### src/rtl/sram_pwr_seq.sv
module sram_pwr_seq #(
  parameter int CLK_MHZ   = 50,
  parameter int US_PER_MS = 1000,
  parameter int SETTLE_US = 2,
  parameter int MS_W      = 8
) (
  input  logic            clk,
  input  logic            rst_n,
  input  logic            pwr_on_req,
  input  logic            pwr_cycle_req,
  input  logic            use_long,
  input  logic [MS_W-1:0] short_ms,
  input  logic [MS_W-1:0] long_ms,
  output logic            arr_on,
  output logic            clk_off,
  output logic            init_hold,
  output logic [1:0]      psw_large,
  output logic [1:0]      psw_small,
  output logic            busy,
  output logic            ready
);
  localparam int PRE_W = $clog2(CLK_MHZ + 1);
  localparam int US_W  = $clog2(US_PER_MS + SETTLE_US + 1);

  typedef enum logic [3:0] {
    S_OFF, D_GATE, D_SLEEP, D_UNGATE, D_DRAIN, D_SMALL, D_LARGE,
    U_GATE, U_ON, U_UNGATE, P_GATE, P_REL, S_READY
  } st_t;

  st_t             st, nxt;
  logic [PRE_W-1:0] pre;
  logic [US_W-1:0]  us;
  logic [MS_W-1:0]  ms, ms_tgt;
  logic             tick, settle_done, drain_done, timed;
  logic [6:0]       word;

  assign tick        = pre == PRE_W'(CLK_MHZ - 1);
  assign settle_done = tick && us == US_W'(SETTLE_US - 1);
  assign drain_done  = tick && us == US_W'(US_PER_MS - 1) && ms == MS_W'(ms_tgt - 1'b1);
  assign timed       = st == D_DRAIN || st == D_SMALL || st == D_LARGE;

  always_comb begin
    nxt = st;
    unique case (st)
      S_OFF:    if (pwr_on_req) nxt = U_GATE;
      S_READY:  if (pwr_cycle_req) nxt = D_GATE;
      D_GATE:   nxt = D_SLEEP;
      D_SLEEP:  nxt = D_UNGATE;
      D_UNGATE: nxt = D_DRAIN;
      D_DRAIN:  if (drain_done) nxt = D_SMALL;
      D_SMALL:  if (settle_done) nxt = D_LARGE;
      D_LARGE:  if (settle_done) nxt = U_GATE;
      U_GATE:   nxt = U_ON;
      U_ON:     nxt = U_UNGATE;
      U_UNGATE: nxt = P_GATE;
      P_GATE:   nxt = P_REL;
      P_REL:    nxt = S_READY;
      default:  nxt = S_OFF;
    endcase
  end

  always_ff @(posedge clk or negedge rst_n) begin
    if (!rst_n) begin
      st     <= S_OFF;
      pre    <= '0;
      us     <= '0;
      ms     <= '0;
      ms_tgt <= MS_W'(1);
    end else begin
      st <= nxt;
      if (st == S_READY && pwr_cycle_req) begin
        if (use_long) ms_tgt <= (long_ms == '0) ? MS_W'(1) : long_ms;
        else          ms_tgt <= (short_ms == '0) ? MS_W'(1) : short_ms;
      end
      if (nxt != st || !timed) begin
        pre <= '0;
        us  <= '0;
        ms  <= '0;
      end else begin
        pre <= tick ? '0 : pre + 1'b1;
        if (tick) begin
          if (st == D_DRAIN && us == US_W'(US_PER_MS - 1)) begin
            us <= '0;
            ms <= ms + 1'b1;
          end else begin
            us <= us + 1'b1;
          end
        end
      end
    end
  end

  always_comb begin
    unique case (st)
      D_GATE, U_ON, P_GATE: word = 7'b1110000;
      D_SLEEP, U_GATE:      word = 7'b0110000;
      D_UNGATE, D_LARGE:    word = 7'b0010000;
      D_DRAIN:              word = 7'b0011111;
      D_SMALL:              word = 7'b0011100;
      U_UNGATE:             word = 7'b1010000;
      P_REL:                word = 7'b1100000;
      S_READY:              word = 7'b1000000;
      default:              word = 7'b0000000;
    endcase
  end

  assign {arr_on, clk_off, init_hold, psw_large, psw_small} = word;
  assign ready = st == S_READY;
  assign busy  = st != S_READY && st != S_OFF;
endmodule

### config.mk
export PLATFORM = sky130hd
export DESIGN_NAME = sram_pwr_seq
export DESIGN_NICKNAME = d
export VERILOG_FILES = /design/src/rtl/sram_pwr_seq.sv
export SDC_FILE = /design/constraint.sdc
export NUM_CORES = 1
export LEC_CHECK = 0
export BUFFER_PORTS_ARGS = -buffer_cell sky130_fd_sc_hd__buf_2
export CORE_ASPECT_RATIO = 1.2
export CORE_MARGIN = 3
export CORE_UTILIZATION = 36
export DETAILED_ROUTE_END_ITERATION = 7
export PLACE_DENSITY = 0.64
export REMOVE_ABC_BUFFERS = 1
export SLEW_MARGIN = 10
export SYNTH_ARGS = -nofsm -noshare
export SYNTH_HDL_FRONTEND = slang
export SYNTH_SLANG_ARGS = --single-unit
### constraint.sdc
create_clock -name clk -period 3.3 [get_ports clk]
set_clock_uncertainty 0.15 [all_clocks]
set_input_delay 0.165 -clock clk [delete_from_list [all_inputs] [get_ports clk]]
set_output_delay 0.165 -clock clk [all_outputs]
set_load 0.005 [all_outputs]
# After elaboration in Yosys (flattened, before gate mapping)
# Memory sizes are Yosys's and may differ from the RTL's.
# Cells that the tools add are included.
# W data, S select, Z words.
[op_classes]
n_bitwise = 0
addsub = 4
n_mux = 17
n_eq_ne = 18
multipliers = 0
div_mod_pow = 0
magnitude_cmp = 0
shifts = 0
n_reduce_logical = 17
[ops]
columns = ["operator", "n"]
rows = [
  ["$pmux W4 S13", 1],
  ["$mux W8", 6],
  ["$mux W10", 3],
  ["$eq A4 B4 Y1 const B", 5],
  ["$mux W4", 5],
  ["$eq A4 B3 Y1 const B", 4],
  ["$logic_not A8 Y1", 2],
  ["$mux W6", 2],
  ["$add A10 B1 Y10 const B", 1],
  ["$eq A10 B1 Y1 const B", 1],
  ["$eq A10 B10 Y1 const B", 1],
  ["$add A8 B1 Y8 const B", 1],
  ["$eq A4 B2 Y1 const B", 2],
  ["$eq A8 B8 Y1", 1],
  ["$sub A8 B1 Y8 const B", 1],
  ["$add A6 B1 Y6 const B", 1],
  ["$eq A6 B6 Y1 const B", 1],
  ["$logic_and A1 B1 Y1", 6],
  ["$eq A4 B1 Y1 const B", 1],
  ["$logic_not A4 Y1", 1],
  ["$ne A4 B4 Y1", 1],
  ["$ne A4 B4 Y1 const B", 1],
  ["$reduce_bool A2 Y1", 2],
  ["$reduce_bool A4 Y1", 1],
  ["other kinds (3)", 5],
]
[word_totals]
rom_bits = 112
output_inout_bits = 9
wordCells = 62
memories = 1
ramBits = 0
latch_bits = 0
in_bits = 21
regBits = 36
[mem_list]
columns = ["memory", "words", "word_bits", "read_ports", "rd_clocked_by_memory_dff", "write_ports", "line_no", "rtl"]
rows = [
  ["(no name shown)", 16, 7, 1, 0, 0, "94", "unique case (st)"],
]

# Longest topological paths before layout
# Gate-level depths: netlist of run 1.
[logic_depth]
word_depth = 9
ltp_mapped = 9

# Worst setup path after synthesis of run 1
# Ideal clock, no wire load.
[synth_path]
path_kind = "register to register"
start = "register st[0]"
end = "register ms[7]"
stages_incl_launch_ff = 10
arrival_time_ps = 2068
slack_ps = 953
required_ps = 3022
setup_time_ps = 128
synth_period_minus_slack_ps = 2347
cell_sequence = "dfrtp_1 inv_1 ha_1 and3b_1 nand4_1 or2_1 buf_2 nor4_2 xnor2_1 nor3_1"
[synth_between]
elab_chain_cells = 7
[synth_lines]
columns = ["item", "line_no", "rtl"]
rows = [
  ["from (decl)", "30", "st_t st, nxt;"],
  ["from (signal assigned)", "70", "st <= nxt;"],
  ["parallel branches: the longest is 7 deep, another holds $pmux W4 S13", "--", ""],
  ["to (signal assigned)", "84", "ms <= ms + 1'b1;"],
  ["to (decl)", "33", "logic [MS_W-1:0] ms, ms_tgt;"],
]
# Several ways; the timed one is not identified.
# A chain may end at the register's enable or synchronous reset.

# Worst setup path in the final report of run 1
# Ends and elaborated chain as after synthesis.

==> flow_summary.toml, run 1 <==
[place]
place_ws_ns = 0.690
place_congestion = 0.826
hpwl_mm = 3.97
place.port_buffers = 29

[timing]
clock.fmax_mhz = 378
post-route-period-util = 0.802
min_period_ns = 2.64
finalHoldViolCount = 0
worst_slew_pin_slew_ns = 0.834
fin_tns_setup_ns = 0
fin_ws_ns = 0.655
relSlewSlack = 0.444
finalSetupViolations = 0
rsz0062_at_grt = "no"
slew_viol_final = 0
hold_ws_ns = 0.0206

[detailed_routing]
remaining_drc_errors = 0
drt_iter0_drc = 122
drtAntennaViolNets = 0
dr.pass1.iters = 4
wirelength_mm = 5.27
vias = 2060
vias_per_cell = 5.31
wl_per_cell_um = 13.6

[run_status]
status = "completed"

[layout]
nets = 335
diodes = 0
drive_above_1_share = 0.152
synthToLayoutAreaGrowth_pct = 12.9

[setup_path]
critPathMaxFanout = 9
rr_worst_depth = 8
crit_arrival_ns = 2.66
required_ns = 3.32
cp-start-kind = "flop"
end_kind = "flop"
r2r_end = "ms[7]"
path_class = "flop to flop"
rrSetupSlack_ns = 0.66
worstReg2RegStart = "st[0]"

[logic_synthesis]
ys_ff_latch = 36
synth_xor_area_frac = 0.0971
synth_top_cells_by_area = "dfrtp_1 36%, ha_1 5.7%, xnor2_1 5.4%"
synth_most_common_cell = "dfrtp_1"
synth_compound_area_frac = 0.134
synth_edf_count = 0
synth-simple-area-share = 0.269
async_reset_ff_frac = 1.00
synth_ff_type = "dfrtp_1"
synth_top_family_by_area = "simple AND/OR/NAND/NOR gates"
yosys_warnings = 0
synth_cell_types = 54
syn_area_sq_um = 2430
synth_mux_area_frac = 0.0370
synth_top_area_frac = 0.360
seq_area_frac_synth = 0.371
synthTopCellsByCount = "35 x dfrtp_1, 32 x nand2_1, 29 x nor2_1"
synth_fa_ha_area_frac = 0.0565
synth.avg_cell_area_sq_um = 8.92
synth_top_area_cell = "dfrtp_1"
syn_inst = 273

[clock_network]
numCtsBuffers = 5
cts_max_level = 2
clockRootBuffer = "clkbuf_8"
clk_pin_slew_ns = 0.08
clock_sinks = 36
cts_tree = "yes"
clockBufferDepth = 2
clkLatencyLatePin_ns = 0.29
cts_setup_buffers = 0

[floorplan]
io_pins = 30
start_util = 0.375
rows = 32
core_area_sq_um = 6490
dieArea_sq_um = 7790
fp.dieH_um = 96.1
die_w_um = 81.1

[pwr]
p_leak_uw = 0.00115
ir_drop_uv = 244
p_int_uw = 1010
finalPower_uw = 1770
p_per_area_nw_per_um2 = 642
switching_share = 0.430
seq_power_share = 0.349
pwr-share-comb = 0.481
clkPwrFrac = 0.170
p_switching_uw = 760

[run]
cap_violations = 0

[hold_path]
hold_depth = 3
hold_end = "ms_tgt[6]"
hold_path_startpoint = "short_ms[6]"
hp-class = "input port to flop"

[grt]
grt_overflow_total = 0
grt_max_degree = 37
grt_pass1_wl_mm = 9.01
grt_pass1_vias = 2014
grt_usage = 0.146
antenna_found_initial = 0
cell type report:
class / instances / area [sq um]
timing repair buffer: 33 / 180
multi-input combinational: 217 / 1450
tap: 85 / 106
sequential: 36 / 902
inverter: 10 / 37.5
clock buffer: 6 / 72.6
clock inverter: 1 / 5.00
fill: 668 / 3740
critical path, cell delays in order, from the launching register on:
cell and delay, ns:
dfrtp_1 0.42, inv_1 0.20, ha_1 0.31, and3b_1 0.33, nand4_1 0.17, or2_1 0.39, nor4_2 0.35, xnor2_1 0.15
nor3_1 0.06
power by group through the flow:
| stage | sequential (uW) | combinational (uW) | clock (uW) |
|---|---|---|---|
| final | 617 | 849 | 301 |
| after global routing | 632 | 964 | 330 |
| after CTS | 616 | 856 | 314 |
| after detailed placement | 624 | 851 | 0 |
| after global placement | 623 | 848 | 0 |
| after floorplan | 598 | 607 | 0 |
kinds of logic after synthesis:
kind of cell,after synthesis
buffers and inverters,20
AOI/OAI and AO/OA,44
DFF,36
xor gates and xnor gates,27
adders and majority gates,11
muxes,9
and+or+nand+nor,126
timing repair:
item / in CTS / in global routing
hold buffers: 2 / 0
hold endpoints to repair: 36 / 0
setup endpoints to repair: 0 / 0
resized for setup: 0 / 0
sequential cells by signal, summed over array words and instances (netlist names):
| signal | count |
|---|---|
| st | 4 |
| ms_tgt | 8 |
| us | 10 |
| pre | 6 |
| ms | 8 |
layer usage:
metal	track usage	vias to the layer above	routed length, um
li1	-	1031	-
met1	0.187	969	2350
met2	0.237	48	2570
met3	0.0356	12	220
met4	0.0577	0	132
met5	0	-	0
worst max path at each step:
stage,startpoint,to,depth (start not counted)
2_1_floorplan,ms_tgt[1],ms[0],6
3_3_place_gp,st[0],ms[7],8
3_5_place_dp,st[0],ms[7],8
4_1_cts,st[0],ms[7],8
5_1_grt,st[0],ms[7],8
6_report,st[0],ms[7],8
cell usage in the layout, fill, tap and decap left out, drive strengths merged, types with 2 or more instances in the layout:
cell	instances
dfrtp	35
nand2	32
buf	31
nor2	29
xnor2	15
nor3	15
o21ai	14
xor2	12
ha	11
inv	10
nand4	10
a21oi	9
mux2i	9
nand3	8
clkbuf	6
nor4	5
or3	5
nand2b	4
o31ai	4
nor3b	4
nor4b	2
nor4bb	2
or4	2
a22oi	2
dlygate4sd3	2
or2	2
and2	2
a2111oi	2
metrics by stage:
step | cell area (sq um) | instances | utilization
2_1_floorplan | 2380 | 263 | -
3_3_place_gp | 2650 | 379 | 0.409
3_5_place_dp | 2650 | 379 | 0.409
4_1_cts | 2750 | 388 | 0.424
5_1_grt | 2750 | 388 | 0.424
6_report | 2750 | 388 | 0.424
(Power assumes the default switching activity.)
==> inputs of run 2 (changes only) <==
==> constraint.sdc (replaced) <==
create_clock -name clk -period 2.8 [get_ports clk]
set_clock_uncertainty 0.15 [all_clocks]
set_input_delay 0.14 -clock clk [delete_from_list [all_inputs] [get_ports clk]]
set_output_delay 0.14 -clock clk [all_outputs]
set_load 0.005 [all_outputs]
==> run 2 against run 1 <==
  * Clock-buffer cell count down 1
  * Non-clock buffer count up 4
  * Largest cell class unchanged
  * Total power up 26%
  * Cell area up 2.5%
  * Hold slack worse by 0.0046 ns
  * Via count up 1.2%
  * First-iteration DRC count down 13%
  * Die area unchanged
  * Combinational power up 24%
==> flow_summary.toml, run 2 (synthesis results as in run 1) <==
[place]
place_congestion = 0.837
place.port_buffers = 29
hpwl_mm = 4.16
place_ws_ns = 0.107

[grt]
antenna_found_initial = 0
grt_usage = 0.152
grt_overflow_total = 0
grt_max_degree = 37
grt_pass1_wl_mm = 9.38
grt_pass1_vias = 2018

[timing]
post-route-period-util = 0.921
rsz0062_at_grt = "no"
fin_ws_ns = 0.221
clock.fmax_mhz = 388
finalHoldViolCount = 0
min_period_ns = 2.58
worst_slew_pin_slew_ns = 0.823
finalSetupViolations = 0
relSlewSlack = 0.451
fin_tns_setup_ns = 0
slew_viol_final = 0

[hold_path]
hold_depth = 3
hold_path_startpoint = "short_ms[4]"
hp-class = "input port to flop"

[layout]
drive_above_1_share = 0.175
synthToLayoutAreaGrowth_pct = 15.7
diodes = 0
largest_reg_flops = 10
largest_register = "us"
final_cell_mix = "35 x dfrtp_1, 32 x nand2_1, 29 x nor2_1, 29 x buf_2"
final_common_cell = "dfrtp_1"
reg.largest.list = "us (10), ms (8), ms_tgt (8)"
nets = 339
fillers = 668

[setup_path]
critPathMaxFanout = 9
cp.buffers_inverters = 1
worst-path-stages = 8
crit_end = "ms[7]"
required_ns = 2.84
crit_chain = "inv_1 > ha_2 > and3b_1 > nand4_1 > or2_4 > nor4_2 > xnor2_1 > nor3_1"
rr_worst_depth = 8
cp-start-kind = "flop"
r2r_end = "ms[7]"
cp-startpoint = "st[0]"
rrSetupSlack_ns = 0.22
critPathMaxStageDelay_ns = 0.42
crit_arrival_ns = 2.62
worstReg2RegStart = "st[0]"
cp_top_family = "simple AND/OR/NAND/NOR gates"
slowest_stage = "dfrtp_1"
path_class = "flop to flop"
end_kind = "flop"

[clock_network]
clkLatencyLatePin_ns = 0.29
clock_sinks = 36
cts_max_level = 2
clk_pin_slew_ns = 0.08
cts_tree = "yes"
cts_setup_buffers = 0
numCtsBuffers = 5
clockRootBuffer = "clkbuf_8"
clockBufferDepth = 2

[detailed_routing]
vias = 2084
wirelength_mm = 5.51
vias_per_cell = 5.30
wl_per_cell_um = 14.0
remaining_drc_errors = 0
dr.pass1.iters = 4
drt_iter0_drc = 106
drtAntennaViolNets = 0

[floorplan]
fp.dieH_um = 96.1
rows = 32
io_pins = 30
dieArea_sq_um = 7790
core_area_sq_um = 6490
start_util = 0.375
die_w_um = 81.1

[pwr]
ir_drop_uv = 375
p_per_area_nw_per_um2 = 790
p_leak_uw = 0.00119

[run_status]
status = "completed"

[run]
cap_violations = 0
[run 2: cell count changes in the layout (fill, tap and decap cells not counted), sizes merged]
cell | previous run | this run
clkbuf | 6 | 5
clkinvlp | 0 | 1
buf | 31 | 35
bufinv | 0 | 1
[run 2: worst min path at each step]
stage and to:
2_1_floorplan ms[0], 5_1_grt ms_tgt[4], 4_1_cts ms_tgt[7], 3_5_place_dp us[7], 3_3_place_gp pre[0], 6_report ms_tgt[4]
[run 2: power by group]
group,switching (uW),internal (uW)
Sequential,110,607
Clock,193,263
Combinational,616,437
[run 2: cell type report]
type | count | area [sq um] | area share
Timing Repair Buffer | 37 | 210 | 0.0746
Inverter | 10 | 37.5 | 0.0133
Clock inverter | 3 | 42.5 | 0.0151
Tap cell | 85 | 106 | 0.0377
Sequential cell | 36 | 902 | 0.320
Clock buffer | 5 | 68.8 | 0.0244
Multi-Input combinational cell | 217 | 1450 | 0.515
[run 2: what timing repair did]
action,4_1_cts,5_1_grt
hold buffers,2,0
endpoints found under the setup margin,0,2
hold endpoints to repair,36,0
resized for setup,0,2
[run 2: tightest hold or removal path, delay by kind of cell]
family                 cells  cell delay (ns)
buffers and inverters      1             0.08
muxes                      1             0.06
AOI/OAI and AO/OA          1             0.13
[run 2: per-layer routing]
metal	share of wire	wire [um]	GRT usage	vias to the layer above
li1	-	-	-	1043
met1	0.45	2480	0.192	1000
met2	0.51	2810	0.264	37
met3	0.033	179	0.0318	4
met4	0.0067	37	0.0338	0
met5	0	0	0	-
[run 2: metrics by stage]
step	util	std cells	total power (uW)	area, sq um	hold WS (ns)
floorplan	-	263	1420	2380	-0.306
global placement	0.413	383	1760	2680	0.133
detailed placement	0.413	383	1770	2680	0.136
CTS	0.434	393	2240	2810	0.00517
global route	0.434	393	2420	2820	0.0485
finish	0.434	393	2230	2820	0.0160
==> inputs of run 3 (changes only) <==
--- a/config.mk
+++ b/config.mk
@@ -8,9 +8,9 @@
 export BUFFER_PORTS_ARGS = -buffer_cell sky130_fd_sc_hd__buf_2
 export CORE_ASPECT_RATIO = 1.2
 export CORE_MARGIN = 3
-export CORE_UTILIZATION = 36
+export CORE_UTILIZATION = 40
 export DETAILED_ROUTE_END_ITERATION = 7
-export PLACE_DENSITY = 0.64
+export PLACE_DENSITY = 0.69
 export REMOVE_ABC_BUFFERS = 1
 export SLEW_MARGIN = 10
 export SYNTH_ARGS = -nofsm -noshare
==> run 3 against run 2 <==
  * Via count fell by 1.3%
  * Cell area fell by 1.3%
  * Die area fell by 9.3%
  * Hold slack got worse by 0.010 ns
  * Combinational power barely moved
  * Critical path depth fell by 2
  * Maximum frequency rose by 2.0%
  * First-iteration DRC count rose by 5.7%
  * Non-clock buffer count fell by 1
  * Setup slack improved by 0.049 ns
  * Cell count fell by 1.5%
  * Largest cell class unchanged
  * Largest power group unchanged
  * Highest routed layer unchanged
==> flow_summary.toml, run 3 (synthesis results as in run 1) <==
[timing]
worst_slew_pin_slew_ns = 0.775
clock.fmax_mhz = 395
finalHoldViolCount = 0
relSlewSlack = 0.483
finalSetupViolations = 0
slew_viol_final = 0
fin_ws_ns = 0.270
fin_tns_setup_ns = 0
post-route-period-util = 0.903
min_period_ns = 2.53
rsz0062_at_grt = "no"

[floorplan]
io_pins = 30
fp.dieH_um = 91.5
rows = 30
core_area_sq_um = 5780
start_util = 0.421
dieArea_sq_um = 7060
die_w_um = 77.2

[setup_path]
rr_worst_depth = 6
crit_arrival_ns = 2.54
worstReg2RegStart = "ms_tgt[2]"
crit_chain = "or3_4 > or3_4 > a2111oi_4 > nand4_2 > o21ai_4 > nor3_1"
required_ns = 2.81
slowest_stage = "dfrtp_1"
path_class = "flop to flop"
r2r_end = "ms[5]"
rrSetupSlack_ns = 0.27
critPathMaxStageDelay_ns = 0.44
cp-start-kind = "flop"
cp.buffers_inverters = 0
cp_common_cell = "or3_4"
cp_top_family = "simple AND/OR/NAND/NOR gates"
critPathMaxFanout = 10
end_kind = "flop"

[layout]
multi_input_area_sq_um = 1450
largest_reg_flops = 10
final_cell_mix = "35 x dfrtp_1, 32 x nand2_1, 29 x nor2_1, 29 x buf_2"
fin_util = 0.481
design_area_sq_um = 2780
final_common_cell = "dfrtp_1"
drive_above_1_share = 0.163
reg.largest.list = "us (10), ms (8), ms_tgt (8)"
largest_register = "us"
fillers = 584
diodes = 0
synthToLayoutAreaGrowth_pct = 14.2
nets = 338
regArea_sq_um = 902

[detailed_routing]
vias_per_cell = 5.32
vias = 2057
wl_per_cell_um = 13.6
drt_iter0_drc = 112
drtAntennaViolNets = 0
wirelength_mm = 5.28
dr.pass1.iters = 4
remaining_drc_errors = 0

[clock_network]
clockBufferDepth = 2
numCtsBuffers = 5
clkLatencyLatePin_ns = 0.28
cts_tree = "yes"
cts_setup_buffers = 0
clk_pin_slew_ns = 0.07
clock_sinks = 36
clockRootBuffer = "clkbuf_8"
cts_max_level = 2

[grt]
grt_pass1_wl_mm = 8.91
grt_usage = 0.152
grt_overflow_total = 0
grt_max_degree = 37
grt_pass1_vias = 2014
antenna_found_initial = 0

[hold_path]
hold_path_startpoint = "short_ms[7]"
hold_depth = 3
hold_end = "ms_tgt[7]"
hp-class = "input port to flop"

[place]
hpwl_mm = 4.10
placed_cell_area_sq_um = 2670
place_ws_ns = 0.186
place_congestion = 0.822
place.port_buffers = 29

[pwr]
p_leak_uw = 0.00117
pwr-share-comb = 0.483
ir_drop_uv = 474
clkPwrFrac = 0.176
p_switching_uw = 895
p_int_uw = 1230
finalPower_uw = 2130
p_per_area_nw_per_um2 = 766
seq_power_share = 0.340
switching_share = 0.420

[run_status]
status = "completed"

[run]
cap_violations = 0
==> run 3: timing repair <==
| item | 4_1_cts | 5_1_grt |
|---|---|---|
| hold endpoints to repair | 36 | 0 |
| gates resized for setup | 0 | 1 |
| hold buffers | 2 | 0 |
| setup endpoints to repair | 0 | 1 |
==> run 3: worst max path at each step <==
stage	cells after the start	slack [ns]	end	startpoint
2_1_floorplan	6	0.25	ms[0]	ms_tgt[1]
3_3_place_gp	8	0.25	ms[7]	st[0]
3_5_place_dp	8	0.19	ms[7]	st[0]
4_1_cts	8	0.20	ms[7]	st[0]
5_1_grt	8	0.08	ms[7]	st[0]
6_report	6	0.27	ms[5]	ms_tgt[2]
==> run 3: worst min-delay path: cells and delay by family <==
kind	cells	cell delay, ns
compound gates	1	0.13
buf+inv	1	0.08
mux	1	0.05
==> run 3: cell type report <==
cell class / count / area share
inverter: 10 / 0.0135
tap: 80 / 0.0360
sequential: 36 / 0.324
multi-input combinational: 217 / 0.521
timing repair buffer: 36 / 0.0729
clock buffer: 8 / 0.0324
==> run 3: metrics by stage <==
step                hold WS (ns)  cells
CTS                      0.00975    387
detailed placement         0.129    377
finish                   0.00600    387
global route              0.0220    387
floorplan                 -0.306    263
global placement           0.126    377
==> run 3: metal layers <==
metal	routed length, um	track usage	up-vias
li1	-	-	1033
met1	2290	0.184	978
met2	2770	0.276	41
met3	186	0.0357	5
met4	27	0.0252	0
met5	0	0	-
==> run 3: power by group through the flow <==
stage                     Sequential, uW  Clock [uW]  Combinational (uW)
final                                724         376                1030
after global routing                 741         416                1150
after CTS                            724         388                1030
after detailed placement             733           0                1030
after global placement               727           0                1020
after floorplan                      705           0                 716
